## src/rtl/clkgen_seq_pkg.sv

```systemverilog
package clkgen_seq_pkg;

  localparam int FREQ_W = 4;

  typedef enum logic [FREQ_W-1:0] {
    FQ_25M  = 4'd0,
    FQ_33M  = 4'd1,
    FQ_50M  = 4'd2,
    FQ_66M  = 4'd3,
    FQ_100M = 4'd4,
    FQ_125M = 4'd5,
    FQ_133M = 4'd6,
    FQ_156M = 4'd7,
    FQ_161M = 4'd8
  } freq_e;

  typedef enum logic [1:0] {
    MD_WAIT = 2'd0,
    MD_PIN  = 2'd1,
    MD_SER  = 2'd2,
    MD_PD   = 2'd3
  } mode_e;

  localparam logic [1:0] TRI_LO  = 2'b00;
  localparam logic [1:0] TRI_MID = 2'b01;
  localparam logic [1:0] TRI_HI  = 2'b10;

  typedef struct packed {
    logic              diff;
    logic [FREQ_W-1:0] freq;
  } bank_cfg_t;

  function automatic logic [1:0] tri_norm(input logic [1:0] c);
    return (c == 2'b11) ? TRI_MID : c;
  endfunction

  // code[1:0]: own select (or FS4A), code[3:2]: FS4B for the last bank
  function automatic bank_cfg_t pin_decode(input int bank, input logic [3:0] code);
    bank_cfg_t  r;
    logic [1:0] a;
    logic [1:0] b;
    a = tri_norm(code[1:0]);
    b = tri_norm(code[3:2]);
    r.diff = 1'b1;
    r.freq = FQ_156M;
    if (bank < 3) begin
      case (a)
        TRI_MID: r.freq = (bank == 0) ? FQ_25M : (bank == 1) ? FQ_100M : FQ_125M;
        TRI_HI:  r.freq = (bank == 1) ? FQ_125M : FQ_50M;
        default: r.freq = FQ_156M;
      endcase
    end else begin
      case (a)
        TRI_LO: begin
          r.diff = 1'b0;
          r.freq = (b == TRI_LO) ? FQ_33M : (b == TRI_MID) ? FQ_66M : FQ_133M;
        end
        TRI_MID: r.freq = (b == TRI_LO) ? FQ_133M : (b == TRI_MID) ? FQ_156M : FQ_125M;
        default: r.freq = (b == TRI_LO) ? FQ_25M : (b == TRI_MID) ? FQ_100M : FQ_161M;
      endcase
    end
    return r;
  endfunction

endpackage

```

## src/rtl/clkgen_sync.sv

```systemverilog
module clkgen_sync #(
  parameter int W      = 1,
  parameter int STAGES = 2
) (
  input  logic         clk_i,
  input  logic         rst_ni,
  input  logic [W-1:0] d_i,
  output logic [W-1:0] q_o
);

  logic [STAGES-1:0][W-1:0] pipe_q;

  always_ff @(posedge clk_i or negedge rst_ni) begin
    if (!rst_ni) pipe_q <= '0;
    else         pipe_q <= {pipe_q[STAGES-2:0], d_i};
  end

  assign q_o = pipe_q[STAGES-1];

endmodule

```

## src/rtl/clkgen_mode_fsm.sv

```systemverilog
module clkgen_mode_fsm
  import clkgen_seq_pkg::*;
#(
  parameter int NUM_BANKS = 4
) (
  input  logic                 clk_i,
  input  logic                 rst_ni,
  input  logic                 sda_s_i,
  input  logic                 scl_s_i,
  input  logic                 mix_s_i,
  input  logic                 lock_i,
  input  logic [1:0]           fs4a_i,
  input  logic [1:0]           fs4b_i,
  output mode_e                mode_o,
  output logic [NUM_BANKS-1:0] ser_en_o,
  output logic [3:0]           addr_o
);

  localparam logic [NUM_BANKS-1:0] LAST_ONLY = {1'b1, {(NUM_BANKS-1){1'b0}}};
  localparam logic [NUM_BANKS-1:0] REST_ONLY = ~LAST_ONLY;

  mode_e                mode_q, mode_d;
  logic                 strap_q;
  logic                 mix_lo_q;
  logic [3:0]           addr_q;
  logic [NUM_BANKS-1:0] ser_en_q;
  logic                 pd_req;
  logic                 enter_ser;

  // pin-strap eligibility is lost for good on any SDA high
  assign pd_req = strap_q && !sda_s_i && scl_s_i;

  always_comb begin
    mode_d    = mode_q;
    enter_ser = 1'b0;
    unique case (mode_q)
      MD_WAIT: begin
        if (pd_req) mode_d = MD_PD;
        else if (lock_i) begin
          if (strap_q && !sda_s_i) mode_d = MD_PIN;
          else begin
            mode_d    = MD_SER;
            enter_ser = 1'b1;
          end
        end
      end
      MD_PIN: begin
        if (pd_req) mode_d = MD_PD;
        else if (sda_s_i) begin
          mode_d    = MD_SER;
          enter_ser = 1'b1;
        end
      end
      MD_PD:   if (!scl_s_i || sda_s_i) mode_d = MD_WAIT;
      default: mode_d = MD_SER;
    endcase
  end

  always_ff @(posedge clk_i or negedge rst_ni) begin
    if (!rst_ni) begin
      mode_q   <= MD_WAIT;
      strap_q  <= 1'b1;
      mix_lo_q <= 1'b0;
      addr_q   <= '0;
      ser_en_q <= '0;
    end else begin
      mode_q <= mode_d;
      if (sda_s_i) strap_q <= 1'b0;
      if (enter_ser) begin
        mix_lo_q <= !mix_s_i;
        addr_q   <= {fs4a_i, fs4b_i};
        if (!mix_s_i)                    ser_en_q <= '0;
        else if (tri_norm(fs4a_i) == TRI_LO) ser_en_q <= LAST_ONLY;
        else                             ser_en_q <= REST_ONLY;
      end
    end
  end

  assign mode_o   = mode_q;
  assign ser_en_o = ser_en_q;
  assign addr_o   = (mode_q == MD_SER && mix_lo_q) ? addr_q : 4'd0;

endmodule

```

## src/rtl/clkgen_bank.sv

```systemverilog
module clkgen_bank
  import clkgen_seq_pkg::*;
#(
  parameter int BANK_IDX = 0,
  parameter int HOLD_CYC = 16
) (
  input  logic              clk_i,
  input  logic              rst_ni,
  input  logic [3:0]        code_i,
  input  mode_e             mode_i,
  input  logic              ser_en_i,
  input  logic              prog_vld_i,
  input  logic              prog_en_i,
  input  logic              prog_type_i,
  input  logic [FREQ_W-1:0] prog_freq_i,
  output logic              active_o,
  output logic [FREQ_W-1:0] freq_o,
  output logic              type_o,
  output logic              stat_b_o
);

  localparam int CNT_W = $clog2(HOLD_CYC + 1);
  localparam logic [CNT_W-1:0] CNT_LOAD = CNT_W'(HOLD_CYC);

  logic [3:0]       code_q;
  logic [CNT_W-1:0] cnt_q;
  logic             tracking;
  bank_cfg_t        pin_cfg;

  assign tracking = (mode_i == MD_WAIT) || (mode_i == MD_PD);

  always_ff @(posedge clk_i or negedge rst_ni) begin
    if (!rst_ni) begin
      code_q <= '0;
      cnt_q  <= '0;
    end else if (tracking) begin
      code_q <= code_i;
      cnt_q  <= '0;
    end else if (mode_i == MD_PIN) begin
      if (code_i != code_q) begin
        code_q <= code_i;
        cnt_q  <= CNT_LOAD;
      end else if (cnt_q != '0) begin
        cnt_q <= cnt_q - 1'b1;
      end
    end
  end

  assign pin_cfg = pin_decode(BANK_IDX, tracking ? code_i : code_q);

  always_comb begin
    freq_o   = pin_cfg.freq;
    type_o   = pin_cfg.diff;
    active_o = 1'b0;
    stat_b_o = 1'b1;
    unique case (mode_i)
      MD_PIN: active_o = (cnt_q == '0);
      MD_SER: begin
        if (prog_vld_i) begin
          freq_o   = prog_freq_i;
          type_o   = prog_type_i;
          active_o = prog_en_i;
          stat_b_o = prog_type_i;
        end else begin
          active_o = ser_en_i;
        end
      end
      default: active_o = 1'b0;
    endcase
    if (active_o) stat_b_o = 1'b0;
  end

endmodule

```

## src/rtl/clkgen_mode_seq.sv

```systemverilog
module clkgen_mode_seq
  import clkgen_seq_pkg::*;
#(
  parameter int NUM_BANKS = 4,
  parameter int HOLD_CYC  = 16,
  parameter int SYNC_STG  = 2,
  localparam int SEL_W    = 2 * (NUM_BANKS + 1),
  localparam int FRQ_W    = NUM_BANKS * FREQ_W
) (
  input  logic                 clk_i,
  input  logic                 rst_ni,
  input  logic                 sda_i,
  input  logic                 scl_pd_i,
  input  logic                 mix_i,
  input  logic                 lock_i,
  input  logic [SEL_W-1:0]     sel_i,
  input  logic [NUM_BANKS-1:0] prog_vld_i,
  input  logic [NUM_BANKS-1:0] prog_en_i,
  input  logic [NUM_BANKS-1:0] prog_type_i,
  input  logic [FRQ_W-1:0]     prog_freq_i,
  output logic [NUM_BANKS-1:0] active_o,
  output logic [FRQ_W-1:0]     freq_o,
  output logic [NUM_BANKS-1:0] type_o,
  output logic [NUM_BANKS-1:0] stat_b_o,
  output logic                 pd_o,
  output logic                 ser_rdy_o,
  output logic [3:0]           addr_o
);

  localparam int LAST = NUM_BANKS - 1;

  logic [2:0]           pins_s;
  mode_e                mode;
  logic [NUM_BANKS-1:0] ser_en;
  logic [1:0]           fs4a;
  logic [1:0]           fs4b;

  assign fs4a = sel_i[2*LAST +: 2];
  assign fs4b = sel_i[2*LAST+2 +: 2];

  clkgen_sync #(.W(3), .STAGES(SYNC_STG)) u_sync (
    .clk_i  (clk_i),
    .rst_ni (rst_ni),
    .d_i    ({mix_i, scl_pd_i, sda_i}),
    .q_o    (pins_s)
  );

  clkgen_mode_fsm #(.NUM_BANKS(NUM_BANKS)) u_fsm (
    .clk_i    (clk_i),
    .rst_ni   (rst_ni),
    .sda_s_i  (pins_s[0]),
    .scl_s_i  (pins_s[1]),
    .mix_s_i  (pins_s[2]),
    .lock_i   (lock_i),
    .fs4a_i   (fs4a),
    .fs4b_i   (fs4b),
    .mode_o   (mode),
    .ser_en_o (ser_en),
    .addr_o   (addr_o)
  );

  for (genvar b = 0; b < NUM_BANKS; b++) begin : g_bank
    logic [3:0] code;
    if (b == LAST) begin : g_pair
      assign code = {fs4b, fs4a};
    end else begin : g_single
      assign code = {2'b00, sel_i[2*b +: 2]};
    end

    clkgen_bank #(.BANK_IDX(b), .HOLD_CYC(HOLD_CYC)) u_bank (
      .clk_i       (clk_i),
      .rst_ni      (rst_ni),
      .code_i      (code),
      .mode_i      (mode),
      .ser_en_i    (ser_en[b]),
      .prog_vld_i  (prog_vld_i[b]),
      .prog_en_i   (prog_en_i[b]),
      .prog_type_i (prog_type_i[b]),
      .prog_freq_i (prog_freq_i[b*FREQ_W +: FREQ_W]),
      .active_o    (active_o[b]),
      .freq_o      (freq_o[b*FREQ_W +: FREQ_W]),
      .type_o      (type_o[b]),
      .stat_b_o    (stat_b_o[b])
    );
  end

  assign pd_o      = (mode == MD_PD);
  assign ser_rdy_o = (mode == MD_SER);

endmodule

```

## config.mk

```make
export PLATFORM = sky130hd
export DESIGN_NAME = clkgen_mode_seq
export DESIGN_NICKNAME = d
export VERILOG_FILES = /design/src/rtl/clkgen_seq_pkg.sv /design/src/rtl/clkgen_sync.sv /design/src/rtl/clkgen_mode_fsm.sv /design/src/rtl/clkgen_bank.sv /design/src/rtl/clkgen_mode_seq.sv
export SDC_FILE = /design/constraint.sdc
export NUM_CORES = 1
export LEC_CHECK = 0
export ABC_AREA = 1
export BUFFER_PORTS_ARGS = -buffer_cell sky130_fd_sc_hd__buf_2
export CORE_MARGIN = 1
export CORE_UTILIZATION = 45
export DETAILED_ROUTE_END_ITERATION = 8
export GPL_TIMING_DRIVEN = 1
export PLACE_DENSITY = 0.77
export SETUP_SLACK_MARGIN = 0.05
export SLEW_MARGIN = 15
export SYNTH_ARGS = -nofsm -noshare
export SYNTH_HDL_FRONTEND = slang
export SYNTH_HIERARCHICAL = 1
export SYNTH_SLANG_ARGS = --single-unit
```

## constraint.sdc

```tcl
create_clock -name clk_i -period 2.2 [get_ports clk_i]
set_input_delay 0.44 -clock clk_i [delete_from_list [all_inputs] [get_ports clk_i]]
set_output_delay 0.44 -clock clk_i [all_outputs]
set_load 0.005 [all_outputs]
```

# Word level (Yosys, flattened, before mapping)
# Index checks and enable logic that the tools add are counted.
# totals
register_bits	54
latch_bits	0
ramBits	0
romBits	0
in_bits	44
output_inout_bits	34
wordCells	176
n_memories	0
# op_classes
add_sub_neg	4
multipliers	0
div_mod_pow	0
magnitude_cmp	0
n_eq_ne	24
shift	0
n_mux	95
bitwise_logic	0
n_reduce_logical	38
# ops
op	n
$mux W4	28
$mux W5	16
$mux W2	16
$mux W1	24
$eq A2 B2 Y1 const B	11
$logic_not A5 Y1	4
$reduce_bool A5 Y1	4
$sub A5 B1 Y5 const B	4
$reduce_and A2 Y1	8
$eq A2 B1 Y1 const B	6
$ne A2 B4 Y1	3
$pmux W3 S2	2
$reduce_bool A3 Y1	4
$pmux W1 S2	5
$reduce_bool A2 Y1	5
$logic_not A2 Y1	4
$pmux W4 S2	1
$ne A3 B3 Y1 const B	2
$pmux W2 S3	1
$ne A4 B4 Y1	1
$pmux W2 S2	1
$logic_and A1 B1 Y1	3
$logic_not A1 Y1	3
$mux W3	1
3 further kinds	4

# Logic depth before layout (Yosys ltp)
# Gate-level depths: netlist of run 1.
# logic_depth
depth_word	11
depth_mapped	10

# Hierarchy
# The synthesis of run 1 kept the hierarchy.
# modules_own_cells
module	n_inst	cells_per_inst	area_per_inst_um2	seq_area_each_um2
clkgen_bank at g_bank[3].u_bank	1	129	794.5	225.2
clkgen_bank at g_bank[2].u_bank	1	107	704.4	225.2
clkgen_bank at g_bank[1].u_bank	1	106	698.2	225.2
clkgen_bank at g_bank[0].u_bank	1	106	694.4	225.2
clkgen_mode_fsm	1	70	538.0	251.5
clkgen_sync	1	9	172.7	150.1
clkgen_mode_seq	1	5	21.3	0.0

# Least setup slack after synthesis of run 1
# OpenSTA, ideal clock, no wires.
# synth_timing
path_type	register -> output
start	register u_fsm.mode_q[0] (netlist: u_fsm/mode_o[0])
end	output freq_o[14]
arrival_time_ns	1.707
required_time_ns	1.760
slack_ns	0.053
path_stages_with_launch	9
path_cell_list	dfrtp_1 > inv_1 > ha_1 > buf_2 > o21ai_0 > nand3_1 > nand2_1 > nand2_1 > nand2_1
# synth_between
elab_chain_cells	11
# synth_lines
element	line	text
from (decl)	clkgen_mode_fsm.sv:22	mode_e mode_q, mode_d;
from (signal assigned)	clkgen_mode_fsm.sv:67	mode_q <= mode_d;
$eq A2 B2 Y1 or $logic_not A2 Y1 (tied branches)	clkgen_bank.sv:30	assign tracking = (mode_i == MD_WAIT) || (mode_i == MD_PD);
$logic_or A1 B1 Y1	clkgen_bank.sv:30	
$mux W4	clkgen_bank.sv:49	assign pin_cfg = pin_decode(BANK_IDX, tracking ? code_i : code_q);
$eq A2 B2 Y1	clkgen_seq_pkg.sv:34	return (c == 2'b11) ? TRI_MID : c;
$mux W2	clkgen_seq_pkg.sv:34	
$eq A2 B1 Y1	clkgen_seq_pkg.sv:56, clkgen_seq_pkg.sv:59	
$mux W4 or $mux W3 (tied branches)	clkgen_seq_pkg.sv:59, clkgen_seq_pkg.sv:56	
$mux W4, on equally long branches	clkgen_seq_pkg.sv:59, clkgen_seq_pkg.sv:56	
$pmux W4 S2	clkgen_seq_pkg.sv:53	case (a)
$mux W4	clkgen_bank.sv:59	if (prog_vld_i) begin
$mux W4 (*)	clkgen_bank.sv:56	unique case (mode_i)
to (decl)	clkgen_mode_seq.sv:22	output logic [FRQ_W-1:0] freq_o,
# Every way passes the cells marked *; elsewhere a longest branch is shown, timed or not.

# Worst setup path in the final report of run 1
# layout_timing
start	register u_fsm.mode_q[1] (netlist: u_fsm/mode_o[1])
end	output freq_o[10]
# layout_between
elab_chain_cells	9
# layout_lines
element	line	text
$eq A2 B2 Y1 or $logic_not A2 Y1 (tied branches)	clkgen_bank.sv:30	
$logic_or A1 B1 Y1	clkgen_bank.sv:30	
$mux W2	clkgen_bank.sv:49	
$eq A2 B2 Y1	clkgen_seq_pkg.sv:34	
$mux W2	clkgen_seq_pkg.sv:34	
$eq A2 B2 Y1 or $eq A2 B1 Y1 (tied branches)	clkgen_seq_pkg.sv:47	case (a)
$pmux W3 S2	clkgen_seq_pkg.sv:47	
$mux W4	clkgen_bank.sv:59	
$mux W4 (*)	clkgen_bank.sv:56	
# Marks and branches as above.

==> impl_metrics.json, run 1 <==
{
  "core_area_mm2": 0.00777,
  "yosysUniqueCellTypes": 31,
  "cts_tree": "done",
  "fin_cells": 738,
  "grt_pass1_wl_um": 13300,
  "synth_area_leaders": "dfrtp_1, nand2_1, inv_1",
  "min_period_ps": 2220,
  "worst_slew_pin_slew_ps": 665,
  "vias": 3503,
  "p_sw_share_pct": 39.1,
  "critPathCaptureType": "primary output",
  "cp_cell_sequence": "buf_12 > ha_4 > nand2_1 > o211ai_1 > a211oi_2 > nor2_1 > buf_2",
  "power.density_mw_per_mm2": 747,
  "dp_hpwl_um": 5610,
  "power_mw": 3.42,
  "dr.pass1.iters": 4,
  "postLayoutCellArea_mm2": 0.00458,
  "placed_area_mm2": 0.00410,
  "pwr-share-clk_pct": 15.9,
  "leakage_nw": 2.59,
  "ys_ff_latch": 52,
  "grt_max_degree": 53,
  "diodes": 0,
  "synth_top_area_share_pct": 35.2,
  "drt-initial-drc-count": 156,
  "netlist_area_mm2": 0.00362,
  "fin_ws_ps": -24.5,
  "fp-row-count": 32,
  "initial_utilization_pct": 46.6,
  "synth_warnings": 6,
  "cts_hold_buf": 0,
  "layout_commonest_cell": "nand2_1",
  "grt_pass1_vias": 3264,
  "required_ps": 1760,
  "die_h_um": 91.7,
  "via_per_inst": 4.75,
  "synthCells": 532,
  "max_freq_ghz": 0.450,
  "grt_util_met1_pct": 22.3,
  "criticalPathCategory": "reg2out",
  "io_pins": 78,
  "dp.cells": 712,
  "ir_worst_vdd_mv": 0.437,
  "synth_area_per_cell_um2": 6.81,
  "wl_um": 7980,
  "status": "finished with violations",
  "critPathLaunchType": "register",
  "path_max_fanout": 7,
  "clkLatencyLatePin_ps": 300,
  "cts_buffer_depth": 2,
  "cts.sinks": 52,
  "drive_above_1_share_pct": 28.3,
  "cts-htree-levels": 2,
  "finalNetCount": 695,
  "rsz0062_at_grt": "true",
  "synth_top_area_cell": "dfrtp_1",
  "port_buffers": 77,
  "finalClockSkew_ps": 8.30,
  "slowest_delay_ps": 460,
  "cp_slowest_cell": "dfrtp_2",
  "area_growth_syn_to_layout_pct": 26.4,
  "use_met3_pct": 2.82,
  "violations": "setup timing",
  "ant_nets": 0,
  "post-route-drc-count": 0,
  "drv_slew": 0,
  "antenna_found_initial": 0,
  "finalHoldViolCount": 0,
  "hold_ws_ps": 237,
  "die_area_mm2": 0.00842,
  "numCtsBuffers": 5,
  "clk_pin_slew_ps": 100,
  "wl_per_cell_um": 10.8,
  "grt_util_met2_pct": 35.4,
  "yosysSeqAreaShare_pct": 35.9,
  "root_buffer": "clkbuf_8",
  "p_int_mw": 2.08,
  "p_seq_share_pct": 40.9,
  "most-common-layout-cells": "nand2_1, inv_1, buf_2",
  "hp-class": "in2async",
  "min_period_over_period_pct": 101,
  "grt-busiest-layer": "met2",
  "die_w_um": 91.7,
  "track_usage_pct": 18.8,
  "grt_overflow": 0,
  "worstPathArrival_ps": 1780,
  "setup_viol": 5,
  "place_congestion": 0.856,
  "switchingPower_mw": 1.34,
  "pwr-share-comb_pct": 43.1,
  "max_cap_violations": 0,
  "relSlewSlack_pct": 55.7
}
## synth_stat cells
cell / n
nand2_4: 3
nand2_1: 180
a211oi_1: 2
or2_2: 1
nand4_1: 7
nand2_2: 3
xnor2_1: 3
buf_6: 3
nor3_1: 5
inv_1: 96
o21bai_1: 1
nor2_1: 42
a21oi_1: 16
nand3_2: 5
buf_2: 2
nand3_1: 22
dfstp_2: 1
buf_8: 2
clkbuf_2: 2
nand3b_1: 4
dfrtp_1: 51
o21ai_2: 3
o21ai_0: 27
o21ai_1: 5
conb_1: 1
xor2_1: 5
nor2_2: 11
buf_4: 5
ha_1: 16
o211ai_1: 7
inv_2: 1
## area by class of cell
class | instances | area [µm²]
Multi-Input combinational cell | 380 | 2090
Sequential cell | 52 | 1300
Clock buffer | 5 | 68.8
Clock inverter | 3 | 21.3
Timing Repair Buffer | 99 | 598
Fill cell | 716 | 3190
Inverter | 97 | 372
Tap cell | 102 | 128
## critical path: cells and delay by family, from the launching register on
family / cells / cell delay (ps)
buffers and inverters: 2 / 280
AOI/OAI and AO/OA: 2 / 360
adders and majority gates: 1 / 240
and+or+nand+nor: 2 / 150
DFF: 1 / 460
## repair_timing
item | CTS | global route
gates resized for setup | 19 | 55
pin swaps | 2 | 15
setup endpoints to repair | 14 | 24
hold endpoints to repair | 0 | 0
buffers inserted | 8 | 10
## per-layer routing
metal	vias up	part of all wire [%]
met2	71	52
met4	0	1.8
met1	1597	43
met3	12	3.6
met5	-	0
li1	1823	-
## per-stage QoR
stage | TNS, ps | setup slack [ps] | utilization, %
2_1_floorplan | 0 | 53.0 | -
3_3_place_gp | 0 | 161 | 52.8
3_5_place_dp | 0 | 45.4 | 52.8
4_1_cts | -223 | -62.2 | 55.4
5_1_grt | -745 | -124 | 59.0
6_report | -87.6 | -24.5 | 59.0
## sequential cells by signal, indices dropped and copies added (netlist names)
register and cells:
u_sync/pipe_q 3, g_bank.u_bank/code_q 16, u_fsm/addr_q 4, u_fsm/mode_o 2, u_fsm/strap_q 1, g_bank.u_bank/cnt_q 20, u_sync/q_o 3, u_fsm/ser_en_o 2
u_fsm/mix_lo_q 1
## path summary, 6_finish.rpt
kind                                              from                                endpoint  slack (ps)  cells past startpoint
min in group clk_i                               sda_i              u_sync/pipe_q[0]$_DFF_PN0_         240                      1
setup reg to reg           u_fsm/mode_o[1]$_DFFE_PN0P_   g_bank[3].u_bank/cnt_q[2]$_DFFE_PN0P_         230                     10
hold reg to reg             u_sync/pipe_q[1]$_DFF_PN0_                 u_sync/q_o[1]$_DFF_PN0_         360                      0
max in group asynchronous                       rst_ni             u_fsm/mode_o[1]$_DFFE_PN0P_        1480                      2
hold / removal                                  rst_ni  g_bank[2].u_bank/code_q[3]$_DFFE_PN0P_         240                      2
setup / recovery           u_fsm/mode_o[1]$_DFFE_PN0P_                              freq_o[10]         -20                      7
## power groups by stage
stage | Sequential (mW) | Clock [mW] | Combinational [mW]
2_1_floorplan | 1.36 | 0 | 0.993
6_report | 1.40 | 0.545 | 1.48
3_5_place_dp | 1.42 | 0 | 1.29
5_1_grt | 1.43 | 0.599 | 1.69
3_3_place_gp | 1.40 | 0 | 1.23
4_1_cts | 1.40 | 0.573 | 1.31
## cells by family after synthesis
family | share of synthesized area (%)
and+or+nand+nor | 33.7
adders and majority gates | 5.52
DFF | 35.9
buffers and inverters | 13.4
AOI/OAI and AO/OA | 9.43
other | 0.103
xor gates and xnor gates | 1.93
No activity file was read; power rests on OpenSTA's default activity.
==> inputs of run 2 (changes only) <==
--- a/config.mk
+++ b/config.mk
@@ -6,12 +6,12 @@
 export NUM_CORES = 1
 export LEC_CHECK = 0
 export ABC_AREA = 1
-export BUFFER_PORTS_ARGS = -buffer_cell sky130_fd_sc_hd__buf_2
 export CORE_MARGIN = 1
-export CORE_UTILIZATION = 45
+export CORE_UTILIZATION = 58
 export DETAILED_ROUTE_END_ITERATION = 8
+export DONT_BUFFER_PORTS = 1
 export GPL_TIMING_DRIVEN = 1
-export PLACE_DENSITY = 0.77
+export PLACE_DENSITY = 0.82
 export SETUP_SLACK_MARGIN = 0.05
 export SLEW_MARGIN = 15
 export SYNTH_ARGS = -nofsm -noshare
==> run 2 against run 1 <==
Against the previous run:
- the run now ends clean
- highest routed layer unchanged
- combinational power decreased by 14%
- sequential power about the same
- worst hold slack got worse by 76 ps
- wire length fell by 13%
- clock power decreased by 1%
==> impl_metrics.json, run 2 (same netlist as run 1, synthesis figures left out) <==
{
  "status": "complete, no violations",
  "reg_top3": "g_bank.u_bank/cnt_q (20), g_bank.u_bank/code_q (16), u_fsm/addr_q (4)",
  "required_ps": 1760,
  "finalNetCount": 612,
  "final_util_pct": 66.6,
  "drive_above_1_share_pct": 14.1,
  "largest-register": "g_bank.u_bank/cnt_q",
  "worstPathArrival_ps": 1650,
  "most-common-layout-cells": "nand2_1, inv_1, dfrtp_1",
  "rrSetupSlack_ps": 490,
  "fp-row-count": 28,
  "dr.pass1.iters": 4,
  "seq_area_mm2": 0.00130,
  "min_period_ps": 2090,
  "cts_buffer_depth": 2,
  "min_period_over_period_pct": 95.2,
  "grt_pass1_wl_um": 11500,
  "root_buffer": "clkbuf_8",
  "clk_pin_slew_ps": 90,
  "wl_um": 6910,
  "via_per_inst": 5.04,
  "max_cap_violations": 0,
  "post-route-drc-count": 0,
  "power.density_mw_per_mm2": 805,
  "wl_per_cell_um": 11.0,
  "grt_pass1_vias": 2849,
  "layout_commonest_cell": "nand2_1",
  "track_usage_pct": 22.1,
  "grt_max_degree": 53,
  "setup_viol": 0,
  "antenna_found_initial": 0,
  "multi_input_area_mm2": 0.00199,
  "core_area_mm2": 0.00599,
  "cts_tree": "done",
  "fin_ws_ps": 105,
  "die_w_um": 81.0,
  "cts.sinks": 52,
  "path_max_fanout": 4,
  "initial_utilization_pct": 60.5,
  "io_pins": 78,
  "ir_worst_vdd_mv": 0.431,
  "place_congestion": 0.822,
  "drt-initial-drc-count": 134,
  "port_buffers": 0,
  "max_freq_ghz": 0.477,
  "hp-class": "in2reg",
  "finalHoldViolCount": 0,
  "critPathLaunchType": "register",
  "diodes": 0,
  "dp_hpwl_um": 5120,
  "area_growth_syn_to_layout_pct": 10.2,
  "rsz0062_at_grt": "true",
  "numCtsBuffers": 5,
  "drv_slew": 0,
  "ant_nets": 0,
  "cts-htree-levels": 2,
  "finalClockSkew_ps": 3.82,
  "largest_reg_flops": 20,
  "fillers": 520,
  "leakage_nw": 2.22,
  "vias": 3168,
  "clkLatencyLatePin_ps": 300,
  "criticalPathCategory": "reg2out",
  "grt_overflow": 0,
  "critPathCaptureType": "primary output",
  "die_area_mm2": 0.00657,
  "pre_cts_slack_ps": 148,
  "die_h_um": 81.0
}
==> run 2: final timing paths <==
kind	startpoint	end	cells past startpoint
hold reg to reg	u_sync/pipe_q[0]$_DFF_PN0_	u_sync/q_o[0]$_DFF_PN0_	0
setup / recovery	u_fsm/mode_o[1]$_DFFE_PN0P_	stat_b_o[3]	7
hold / removal	mix_i	u_sync/pipe_q[2]$_DFF_PN0_	0
setup reg to reg	u_fsm/mode_o[1]$_DFFE_PN0P_	g_bank[0].u_bank/cnt_q[3]$_DFFE_PN0P_	9
max in group asynchronous	rst_ni	u_fsm/strap_q$_DFFE_PN1P_	2
min in group asynchronous	rst_ni	g_bank[2].u_bank/code_q[1]$_DFFE_PN0P_	2
==> run 2: area by class of cell <==
class                           instances  share of cell area (%)
Clock buffer                            5                    1.72
Inverter                               97                    9.12
Timing Repair Buffer                   16                    3.76
Multi-Input combinational cell        380                    49.8
Clock inverter                          3                   0.595
Sequential cell                        52                    32.7
Tap cell                               75                    2.35
==> run 2: critical path, cell delays in order, from the launching register on <==
cell	delay (ps)
dfrtp_2	450
buf_4	140
buf_4	120
inv_1	50
ha_1	150
nand4_1	100
a21oi_1	260
a21oi_1	90
==> run 2: timing repair <==
| item | 4_1_cts | 5_1_grt |
|---|---|---|
| gates cloned | 0 | 0 |
| buffers inserted | 7 | 4 |
| hold buffers | 2 | 0 |
| endpoints found under the hold margin | 52 | 0 |
| pin swaps | 5 | 7 |
| setup endpoints to repair | 13 | 14 |
| gates resized for setup | 17 | 22 |
==> run 2: metrics by stage <==
stage          std cells  hold slack, ps  power (mW)  TNS, ps  instance area (µm²)
6_report             628             160        3.21        0                 3990
5_1_grt              628             130        3.52    -6.19                 3990
4_1_cts              624             148        3.15        0                 3900
3_5_place_dp         607             146        2.56        0                 3660
3_3_place_gp         607             146        2.49        0                 3660
2_1_floorplan        543             144        2.36        0                 3660
==> run 2: report_power, final <==
part	total, mW	internal (mW)	switching [mW]
registers	1.40	1.21	0.199
clock network	0.538	0.226	0.312
logic	1.27	0.521	0.749
total	3.21	1.95	1.26
==> run 2: layer usage <==
layer	GRT usage (%)	up-vias	routed length, µm
li1	-	1657	-
met1	27.3	1439	3160
met2	40.3	70	3440
met3	3.93	2	280
met4	3.93	0	20
met5	0	-	0
